===== src/rtl/hdx_colsup_pkg.sv =====
package hdx_colsup_pkg;

  typedef enum logic [2:0] {
    ST_IDLE,
    ST_DEFER,
    ST_SEND,
    ST_JAM,
    ST_BACKOFF,
    ST_HBWAIT,
    ST_FIN
  } stateT;

  // Strobes from control to datapath
  typedef struct packed {
    logic clrFrame;
    logic clrAttempt;
    logic incCol;
    logic ldJam;
    logic ldHb;
    logic ldBackoff;
    logic runBackoff;
    logic setLate;
    logic setRetry;
    logic setHbMiss;
  } strobeT;

  // Conditions from datapath to control
  typedef struct packed {
    logic lateNow;
    logic phaseZero;
    logic backoffDone;
    logic retryOver;
    logic lateSet;
  } flagT;

endpackage


===== src/rtl/hdx_colsup_dpath.sv =====
module hdx_colsup_dpath
  import hdx_colsup_pkg::*;
#(
  parameter int SLOT_CLKS        = 128,
  parameter int JAM_CLKS         = 8,
  parameter int HB_CLKS          = 40,
  parameter int LATE_LONG_BYTES  = 64,
  parameter int LATE_SHORT_BYTES = 56,
  parameter int RETRY_LIMIT      = 15,
  parameter int BACKOFF_CAP      = 10,
  parameter int COL_W            = 5
) (
  input  logic             clk,
  input  logic             rstN,
  input  logic             modeShortWindow,
  input  strobeT           stb,
  output flagT             flg,
  output logic [COL_W-1:0] stColCount,
  output logic             stLate,
  output logic             stRetry,
  output logic             stHbMiss
);

  localparam int LATE_MAX = 2 * LATE_LONG_BYTES;
  localparam int ATT_W    = $clog2(LATE_MAX + 1);
  localparam int PH_MAX   = (JAM_CLKS > HB_CLKS) ? JAM_CLKS : HB_CLKS;
  localparam int PH_W     = $clog2(PH_MAX + 1);
  localparam int SLOT_W   = $clog2(SLOT_CLKS + 1);
  localparam int LFSR_W   = 16;

  logic [ATT_W-1:0]       attCnt;
  logic [ATT_W-1:0]       lateLim;
  logic [PH_W-1:0]        phase;
  logic [SLOT_W-1:0]      subCnt;
  logic [BACKOFF_CAP-1:0] slotLeft;
  logic [BACKOFF_CAP-1:0] boMask;
  logic [LFSR_W-1:0]      lfsr;

  // Clock count inside an attempt, saturating above the long window
  always_ff @(posedge clk) begin
    if (!rstN || stb.clrAttempt) attCnt <= '0;
    else if (attCnt != ATT_W'(LATE_MAX)) attCnt <= attCnt + 1'b1;
  end

  assign lateLim = modeShortWindow ? ATT_W'(2 * LATE_SHORT_BYTES) : ATT_W'(LATE_MAX);

  // Shared down counter for jam and heartbeat windows
  always_ff @(posedge clk) begin
    if (!rstN)                phase <= '0;
    else if (stb.ldJam)       phase <= PH_W'(JAM_CLKS - 1);
    else if (stb.ldHb)        phase <= PH_W'(HB_CLKS - 1);
    else if (phase != '0)     phase <= phase - 1'b1;
  end

  // Free-running pseudo-random source
  always_ff @(posedge clk) begin
    if (!rstN) lfsr <= 16'hACE1;
    else       lfsr <= {lfsr[LFSR_W-2:0], lfsr[15] ^ lfsr[13] ^ lfsr[12] ^ lfsr[10]};
  end

  // Truncated exponent: bit i of the mask is set while collisions exceed i
  always_comb begin
    for (int i = 0; i < BACKOFF_CAP; i++) boMask[i] = (stColCount > COL_W'(i));
  end

  // Backoff: slots remaining plus clocks within the slot
  always_ff @(posedge clk) begin
    if (!rstN) begin
      slotLeft <= '0;
      subCnt   <= '0;
    end else if (stb.ldBackoff) begin
      slotLeft <= lfsr[BACKOFF_CAP-1:0] & boMask;
      subCnt   <= '0;
    end else if (stb.runBackoff && slotLeft != '0) begin
      if (subCnt == SLOT_W'(SLOT_CLKS - 1)) begin
        subCnt   <= '0;
        slotLeft <= slotLeft - 1'b1;
      end else begin
        subCnt <= subCnt + 1'b1;
      end
    end
  end

  // Per-frame status
  always_ff @(posedge clk) begin
    if (!rstN || stb.clrFrame) begin
      stColCount <= '0;
      stLate     <= 1'b0;
      stRetry    <= 1'b0;
      stHbMiss   <= 1'b0;
    end else begin
      if (stb.incCol)    stColCount <= stColCount + 1'b1;
      if (stb.setLate)   stLate     <= 1'b1;
      if (stb.setRetry)  stRetry    <= 1'b1;
      if (stb.setHbMiss) stHbMiss   <= 1'b1;
    end
  end

  assign flg.lateNow     = (attCnt >= lateLim);
  assign flg.phaseZero   = (phase == '0);
  assign flg.backoffDone = (slotLeft == '0);
  assign flg.retryOver   = (stColCount > COL_W'(RETRY_LIMIT));
  assign flg.lateSet     = stLate;

endmodule


===== src/rtl/hdx_colsup_ctrl.sv =====
module hdx_colsup_ctrl
  import hdx_colsup_pkg::*;
(
  input  logic   clk,
  input  logic   rstN,
  input  logic   modeForceCol,
  input  logic   modeStopBackoff,
  input  logic   modeHeartbeat,
  input  logic   modeRxOpen,
  input  logic   frameReq,
  input  logic   txDone,
  input  logic   crs,
  input  logic   col,
  input  flagT   flg,
  output strobeT stb,
  output logic   txStart,
  output logic   txJam,
  output logic   rxBlock,
  output logic   frameDone
);

  stateT state, nextState;

  always_ff @(posedge clk) begin
    if (!rstN) state <= ST_IDLE;
    else       state <= nextState;
  end

  always_comb begin
    nextState = state;
    stb       = '0;
    txStart   = 1'b0;
    unique case (state)
      ST_IDLE: begin
        if (frameReq) begin
          stb.clrFrame = 1'b1;
          nextState    = ST_DEFER;
        end
      end
      ST_DEFER: begin
        if (!crs) begin
          txStart        = 1'b1;
          stb.clrAttempt = 1'b1;
          nextState      = ST_SEND;
        end
      end
      ST_SEND: begin
        if (col || modeForceCol) begin
          stb.incCol  = 1'b1;
          stb.ldJam   = 1'b1;
          stb.setLate = flg.lateNow;
          nextState   = ST_JAM;
        end else if (txDone) begin
          if (modeHeartbeat) begin
            stb.ldHb  = 1'b1;
            nextState = ST_HBWAIT;
          end else begin
            nextState = ST_FIN;
          end
        end
      end
      ST_JAM: begin
        if (flg.phaseZero) begin
          if (flg.lateSet) begin
            nextState = ST_FIN;
          end else if (flg.retryOver) begin
            stb.setRetry = 1'b1;
            nextState    = ST_FIN;
          end else begin
            stb.ldBackoff = 1'b1;
            nextState     = ST_BACKOFF;
          end
        end
      end
      ST_BACKOFF: begin
        if (!(modeStopBackoff && crs)) begin
          if (flg.backoffDone) nextState = ST_DEFER;
          else                 stb.runBackoff = 1'b1;
        end
      end
      ST_HBWAIT: begin
        if (col) begin
          nextState = ST_FIN;
        end else if (flg.phaseZero) begin
          stb.setHbMiss = 1'b1;
          nextState     = ST_FIN;
        end
      end
      ST_FIN: nextState = ST_IDLE;
      default: nextState = ST_IDLE;
    endcase
  end

  assign txJam     = (state == ST_JAM);
  assign rxBlock   = !modeRxOpen && (state == ST_SEND || state == ST_JAM);
  assign frameDone = (state == ST_FIN);

endmodule


===== src/rtl/hdx_colsup.sv =====
module hdx_colsup
  import hdx_colsup_pkg::*;
#(
  parameter int SLOT_CLKS        = 128,
  parameter int JAM_CLKS         = 8,
  parameter int HB_CLKS          = 40,
  parameter int LATE_LONG_BYTES  = 64,
  parameter int LATE_SHORT_BYTES = 56,
  parameter int RETRY_LIMIT      = 15,
  parameter int BACKOFF_CAP      = 10,
  parameter int COL_W            = $clog2(RETRY_LIMIT + 2)
) (
  input  logic             clk,
  input  logic             rstN,
  input  logic             modeForceCol,
  input  logic             modeStopBackoff,
  input  logic             modeShortWindow,
  input  logic             modeHeartbeat,
  input  logic             modeRxOpen,
  input  logic             frameReq,
  input  logic             txDone,
  input  logic             crs,
  input  logic             col,
  output logic             txStart,
  output logic             txJam,
  output logic             rxBlock,
  output logic             frameDone,
  output logic [COL_W-1:0] stColCount,
  output logic             stLate,
  output logic             stRetry,
  output logic             stHbMiss
);

  strobeT stb;
  flagT   flg;

  hdx_colsup_ctrl u_ctrl (
    .clk             (clk),
    .rstN            (rstN),
    .modeForceCol    (modeForceCol),
    .modeStopBackoff (modeStopBackoff),
    .modeHeartbeat   (modeHeartbeat),
    .modeRxOpen      (modeRxOpen),
    .frameReq        (frameReq),
    .txDone          (txDone),
    .crs             (crs),
    .col             (col),
    .flg             (flg),
    .stb             (stb),
    .txStart         (txStart),
    .txJam           (txJam),
    .rxBlock         (rxBlock),
    .frameDone       (frameDone)
  );

  hdx_colsup_dpath #(
    .SLOT_CLKS        (SLOT_CLKS),
    .JAM_CLKS         (JAM_CLKS),
    .HB_CLKS          (HB_CLKS),
    .LATE_LONG_BYTES  (LATE_LONG_BYTES),
    .LATE_SHORT_BYTES (LATE_SHORT_BYTES),
    .RETRY_LIMIT      (RETRY_LIMIT),
    .BACKOFF_CAP      (BACKOFF_CAP),
    .COL_W            (COL_W)
  ) u_dpath (
    .clk             (clk),
    .rstN            (rstN),
    .modeShortWindow (modeShortWindow),
    .stb             (stb),
    .flg             (flg),
    .stColCount      (stColCount),
    .stLate          (stLate),
    .stRetry         (stRetry),
    .stHbMiss        (stHbMiss)
  );

endmodule


===== config.mk =====
export PLATFORM = sky130hd
export DESIGN_NAME = hdx_colsup
export DESIGN_NICKNAME = d
export VERILOG_FILES = /design/src/rtl/hdx_colsup_pkg.sv /design/src/rtl/hdx_colsup_dpath.sv /design/src/rtl/hdx_colsup_ctrl.sv /design/src/rtl/hdx_colsup.sv
export SDC_FILE = /design/constraint.sdc
export NUM_CORES = 1
export LEC_CHECK = 0
export BUFFER_PORTS_ARGS = -buffer_cell sky130_fd_sc_hd__buf_2
export CAP_MARGIN = 20
export CORE_UTILIZATION = 54
export CTS_CLUSTER_DIAMETER = 50
export CTS_CLUSTER_SIZE = 25
export DETAILED_ROUTE_END_ITERATION = 12
export PLACE_DENSITY = 0.76
export SYNTH_ARGS = -nofsm -noshare
export SYNTH_HDL_FRONTEND = slang
export SYNTH_SLANG_ARGS = --single-unit

===== constraint.sdc =====
create_clock -name clk -period 2 [get_ports clk]
set_input_delay 0.1 -clock clk [delete_from_list [all_inputs] [get_ports clk]]
set_output_delay 0.1 -clock clk [all_outputs]
set_load 0.02 [all_outputs]

==> impl_metrics.json, run 1 <==
{
  "outcome": "finished clean",
  "end_kind": "flip-flop",
  "cts_tree": "yes",
  "power_density_nw_per_um2": 1020,
  "synth_fp_nets": 378,
  "drv_cap": 0,
  "syn_inst": 352,
  "hold_buffers": 0,
  "finalCritPeriodShare": 0.972,
  "coreArea_um2": 5240,
  "antenna_cells": 0,
  "gp_congestion": 0.861,
  "viasPerCell": 5.43,
  "hold_viol": 0,
  "synth.cell_area_um2": 3000,
  "setup_viol": 0,
  "fmax_mhz": 514,
  "syn-mean-instance-area_um2": 8.52,
  "die_height_um": 76.5,
  "min_path_type": "primary input to flip-flop",
  "start_util": 0.572,
  "yosysSeqAreaShare": 0.394,
  "min_period_ns": 1.94,
  "relSlewSlack": 0.700,
  "criticalPathCategory": "flip-flop to flip-flop",
  "dr.pass1.iters": 5,
  "clkTransAtPathRegs_ns": 0.07,
  "clock_path_buffers": 2,
  "synth_cell_types": 53,
  "dieArea_um2": 5850,
  "row_count": 26,
  "yosys_warnings": 0,
  "area_growth_pct": 21.4,
  "antenna_found_initial": 0,
  "fillers": 400,
  "worstSetupStartpointType": "flip-flop",
  "arrival_ns": 2.15,
  "nets": 429,
  "port_buffers": 22,
  "place_worst_setup_slack_ns": -0.0316,
  "required_ns": 2.21,
  "h-tree-depth": 3,
  "async_reset_ff_frac": 0,
  "cts_buffers": 9,
  "num_vias": 2596,
  "grt_usage": 0.237,
  "synth_enable_flop_cells": 0,
  "post_drt_wl_per_cell_um": 13.7,
  "leakage_uw": 0.00153,
  "worstMarginPinSlew_ns": 0.450,
  "grt_max_degree": 18,
  "root_buffer": "clkbuf_8",
  "whs_ns": 0.0935,
  "worstSkewPairLatency_ns": 0.34,
  "grt_pass1_wl_um": 11000,
  "first_iter_violations": 236,
  "drive_gt1_frac": 0.228,
  "vdd_drop_max_v": 0.000637,
  "ys_ff_latch": 59,
  "num_io_pins": 23,
  "clkSinkCount": 59,
  "routed_wl_um": 6550,
  "layout_setup_ws_ns": 0.0558,
  "antenna_left": 0,
  "die_w_um": 76.5,
  "rsz0062_at_grt": "yes",
  "overflow": 0,
  "synth_ff_type": "dfxtp_1",
  "crit_fanout": 17,
  "grt_pass1_vias": 2470,
  "drv_slew": 0,
  "skew_ns": 0.00735,
  "hpwl_um": 4680,
  "drc": 0
}
-- cell usage after synthesis, drive strengths merged (2+ instances only) --
cell type / n / area (um^2)
a211oi: 9 / 67.6
a21boi: 2 / 18.8
a21oi: 23 / 115
a31oi: 3 / 25.0
and2: 9 / 56.3
and3: 5 / 31.3
buf: 5 / 37.5
clkbuf: 9 / 33.8
dfxtp: 59 / 1180
ha: 15 / 188
inv: 17 / 63.8
mux2i: 3 / 30.0
nand2: 23 / 86.3
nand2b: 11 / 68.8
nand3: 18 / 90.1
nand3b: 3 / 22.5
nand4: 5 / 31.3
nor2: 41 / 154
nor3: 13 / 70.1
nor3b: 2 / 15.0
nor4: 7 / 43.8
nor4b: 4 / 41.3
o21ai: 11 / 55.1
o31a: 2 / 17.5
o31ai: 2 / 15.0
or3b: 2 / 20.0
or4: 3 / 22.5
xnor2: 14 / 123
xor2: 16 / 140
-- routing by layer --
layer	GRT usage	wire [um]	vias to the layer above
met5	0	0	-
met4	0.102	61	0
met3	0.0659	375	11
met2	0.362	2940	69
met1	0.312	3180	1185
li1	-	-	1331
-- where the power goes --
group          internal [uW]  switching [uW]
logic                    550             650
clock network            607             468
registers               1310             122
-- layout make-up --
cell class	instances	area, um^2	area share
clock buffer	12	145	0.0399
clock inverter	4	50.0	0.0138
inverter	17	63.8	0.0175
multi-input combinational	262	1750	0.482
sequential	59	1180	0.326
tap	70	87.6	0.0241
timing repair buffer	54	354	0.0973
-- logic make-up after synthesis --
| family | synth area share |
|---|---|
| XOR/XNOR | 0.0876 |
| AO/OA/AOI/OAI | 0.136 |
| adder cells (fa/ha/maj) | 0.0626 |
| AND/OR/NAND/NOR | 0.261 |
| buffers and inverters | 0.0451 |
| multiplexers | 0.0138 |
| flip-flops | 0.394 |
-- metrics by stage --
stage	setup TNS, ns	utilization	cells	power (uW)	cell area (um^2)
after detailed placement	-0.153	0.640	460	2580	3350
after CTS	0	0.683	477	3670	3580
after floorplan	0	-	352	2220	3000
after global routing	-0.169	0.695	478	3940	3640
after global placement	0	0.640	460	2560	3350
final	0	0.695	478	3710	3640
-- layout by cell type, fill, tap and decap left out, drive strengths merged, types with 2 or more instances in the layout --
master	n
and2	9
ha	15
nand2b	11
nor4b	4
clkinvlp	2
or4	3
a21boi	2
xor2	16
nor2	41
o31a	2
dfxtp	59
nor4	7
nand3b	3
a211oi	9
nand4	5
a21oi	23
or3b	2
xnor2	14
nand3	18
buf	54
and3	5
clkbuf	12
inv	17
nand2	23
o31ai	2
a31oi	3
o21ai	11
mux2i	3
nor3b	2
nor3	13
-- worst paths after layout --
check,slack (ns),end,cells past startpoint,from
setup / recovery,0.06,u_dpath.slotLeft[7],8,u_dpath.phase[1]
hold / removal,0.09,u_dpath.lfsr[7],2,rstN
setup reg to reg,0.06,u_dpath.slotLeft[7],8,u_dpath.phase[1]
hold reg to reg,0.43,u_dpath.lfsr[15],1,u_dpath.lfsr[14]
-- repair_timing --
action                     4_1_cts  5_1_grt
cloned                           0        0
gates resized for setup          5       14
pin swaps                        2        4
setup buffers                    1        1
setup endpoints to repair       11       15
-- flip-flops by register name, summed over array words and instances (netlist names), 3 cells and up --
name / flops
u_ctrl.state: 3
u_dpath.attCnt: 8
u_dpath.lfsr: 16
u_dpath.phase: 6
u_dpath.slotLeft: 10
u_dpath.stColCount: 5
u_dpath.subCnt: 8
-- critical path: stages, from the launching register on --
cell	delay, ns
dfxtp_1	0.32
inv_1	0.08
ha_1	0.18
nor2b_4	0.18
nand2_1	0.11
or4_4	0.55
buf_6	0.19
a21oi_1	0.15
a311oi_1	0.07
(Power assumes the default switching activity.)
==> inputs of run 2 (changes only) <==
--- a/config.mk
+++ b/config.mk
@@ -5,7 +5,7 @@
 export SDC_FILE = /design/constraint.sdc
 export NUM_CORES = 1
 export LEC_CHECK = 0
-export BUFFER_PORTS_ARGS = -buffer_cell sky130_fd_sc_hd__buf_2
+export BUFFER_PORTS_ARGS = -buffer_cell sky130_fd_sc_hd__buf_4
 export CAP_MARGIN = 20
 export CORE_UTILIZATION = 54
 export CTS_CLUSTER_DIAMETER = 50
==> run 2 against run 1 <==
Against the previous run:
- worst hold slack worse by 0.0038 ns
- worst setup slack got worse by 0.035 ns
- critical path type unchanged
- power is 9.5% higher
- register-to-register slack lost 0.03 ns
- fmax down 1.8%
- highest routed layer unchanged
- via count is 4.0% higher
==> impl_metrics.json, run 2 (synthesis gave the netlist of run 1 again) <==
{
  "outcome": "finished clean",
  "coreArea_um2": 5240,
  "drive_gt1_frac": 0.266,
  "post_drt_wl_per_cell_um": 15.2,
  "setup_viol": 0,
  "grt_pass1_vias": 2495,
  "root_buffer": "clkbuf_8",
  "worstSkewPairLatency_ns": 0.34,
  "fin_util": 0.735,
  "end_kind": "flip-flop",
  "die_w_um": 76.5,
  "hold_path.startpoint": "rstN",
  "instances_no_fill": 480,
  "antenna_left": 0,
  "required_ns": 2.24,
  "wl_met3_um": 433,
  "area_growth_pct": 28.5,
  "regMostFlops": "u_dpath.lfsr",
  "grt_usage": 0.248,
  "die_height_um": 76.5,
  "ff2ff_setup_slack_ns": 0.02,
  "wl_met2_um": 3570,
  "relSlewSlack": 0.724,
  "port_buffers": 22,
  "grt_pass1_wl_um": 11600,
  "drv_slew": 0,
  "worstSetupStartpointType": "flip-flop",
  "design_area_um2": 3850,
  "rsz0062_at_grt": "yes",
  "dp.cells": 459,
  "criticalPathCategory": "flip-flop to flip-flop",
  "place_area_um2": 3400,
  "antenna_found_initial": 0,
  "whs_endpoint": "u_dpath.lfsr[0]",
  "min_path_type": "primary input to flip-flop",
  "overflow": 0,
  "r2r_cells": 6,
  "skew_ns": 0.0133,
  "gp_congestion": 0.878,
  "drv_cap": 0,
  "routed_wl_um": 7290,
  "num_vias": 2699,
  "dr.pass1.iters": 5,
  "cts_tree": "yes",
  "h-tree-depth": 3,
  "power_density_nw_per_um2": 1060,
  "vdd_drop_max_v": 0.000819,
  "min_period_ns": 1.98,
  "start_util": 0.572,
  "r2r-end": "u_dpath.slotLeft[7]",
  "cts_buffers": 9,
  "clkSinkCount": 59,
  "p_total_uw": 4060,
  "clock_path_buffers": 2,
  "fmax_mhz": 505,
  "clkTransAtPathRegs_ns": 0.07,
  "largestRegisters": "u_dpath.lfsr (16), u_dpath.slotLeft (10)",
  "row_count": 26,
  "viasPerCell": 5.62,
  "hpwl_um": 4840,
  "final_cell_mix": "buf_4 (53), dfxtp_1 (52), nor2_1 (41)",
  "grt_max_degree": 29,
  "arrival_ns": 2.22,
  "leakage_uw": 0.00161,
  "wl_met1_um": 3160,
  "fillers": 395,
  "rr_startpoint": "u_dpath.slotLeft[1]",
  "highest_layer": "met4",
  "nets": 431,
  "largest_reg_flops": 16,
  "final_common_cell": "buf_4",
  "finalCritPeriodShare": 0.990,
  "worstMarginPinSlew_ns": 0.410,
  "hold_viol": 0,
  "first_iter_violations": 223,
  "dieArea_um2": 5850,
  "holdPathStages": 2,
  "num_io_pins": 23,
  "antenna_cells": 0,
  "drc": 0,
  "crit_fanout": 4
}
run 2: area by class of cell:
| cell class | instances | area (um^2) | area share |
|---|---|---|---|
| timing repair buffer | 56 | 468 | 0.122 |
| clock inverter | 4 | 72.6 | 0.0188 |
| clock buffer | 12 | 155 | 0.0403 |
| sequential | 59 | 1190 | 0.310 |
| tap | 70 | 87.6 | 0.0227 |
| multi-input combinational | 262 | 1810 | 0.470 |
| inverter | 17 | 66.3 | 0.0172 |
run 2: worst max-delay path: stages (launching register included):
cell      delay (ns)
dfxtp_4         0.37
inv_4           0.05
ha_4            0.14
nor4b_4         0.14
a2111o_1        0.50
or4_4           0.51
a311oi_2        0.20
run 2: per-layer routing:
| metal | vias up | GRT usage |
|---|---|---|
| met2 | 88 | 0.402 |
| met1 | 1258 | 0.327 |
| li1 | 1336 | - |
| met5 | - | 0 |
| met4 | 0 | 0.0654 |
| met3 | 17 | 0.0647 |
run 2: where the power goes:
part	internal [uW]	leakage, uW	switching, uW
registers	1310	0.000486	150
clock network	768	0.000113	460
logic	662	0.00101	711
total	2740	0.00161	1320
run 2: timing repair:
item | CTS | global route
endpoints found under the setup margin | 5 | 19
pin swaps | 0 | 7
hold buffers | 0 | 0
buffers inserted | 0 | 3
cloned | 0 | 2
resized for setup | 5 | 34
run 2: worst max path at each step:
stage | startpoint | end | slack (ns) | cells past startpoint
finish | u_dpath.slotLeft[1] | u_dpath.slotLeft[7] | 0.02 | 6
global route | u_dpath.slotLeft[0] | u_dpath.slotLeft[4] | -0.09 | 7
CTS | u_dpath.slotLeft[0] | u_dpath.slotLeft[7] | 0.005 | 6
detailed placement | u_dpath.slotLeft[0] | u_dpath.slotLeft[8] | -0.09 | 7
global placement | u_dpath.slotLeft[0] | u_dpath.slotLeft[8] | 0.01 | 7
floorplan | u_dpath.stColCount[0] | u_dpath.slotLeft[1] | 0.02 | 8
run 2: stage by stage:
step	setup slack, ns	hold WS [ns]	TNS, ns
after floorplan	0.0218	0.280	0
after global placement	0.0142	0.395	0
after detailed placement	-0.0927	0.399	-0.194
after CTS	0.00546	0.0840	0
after global routing	-0.0864	0.103	-0.210
final	0.0210	0.0897	0
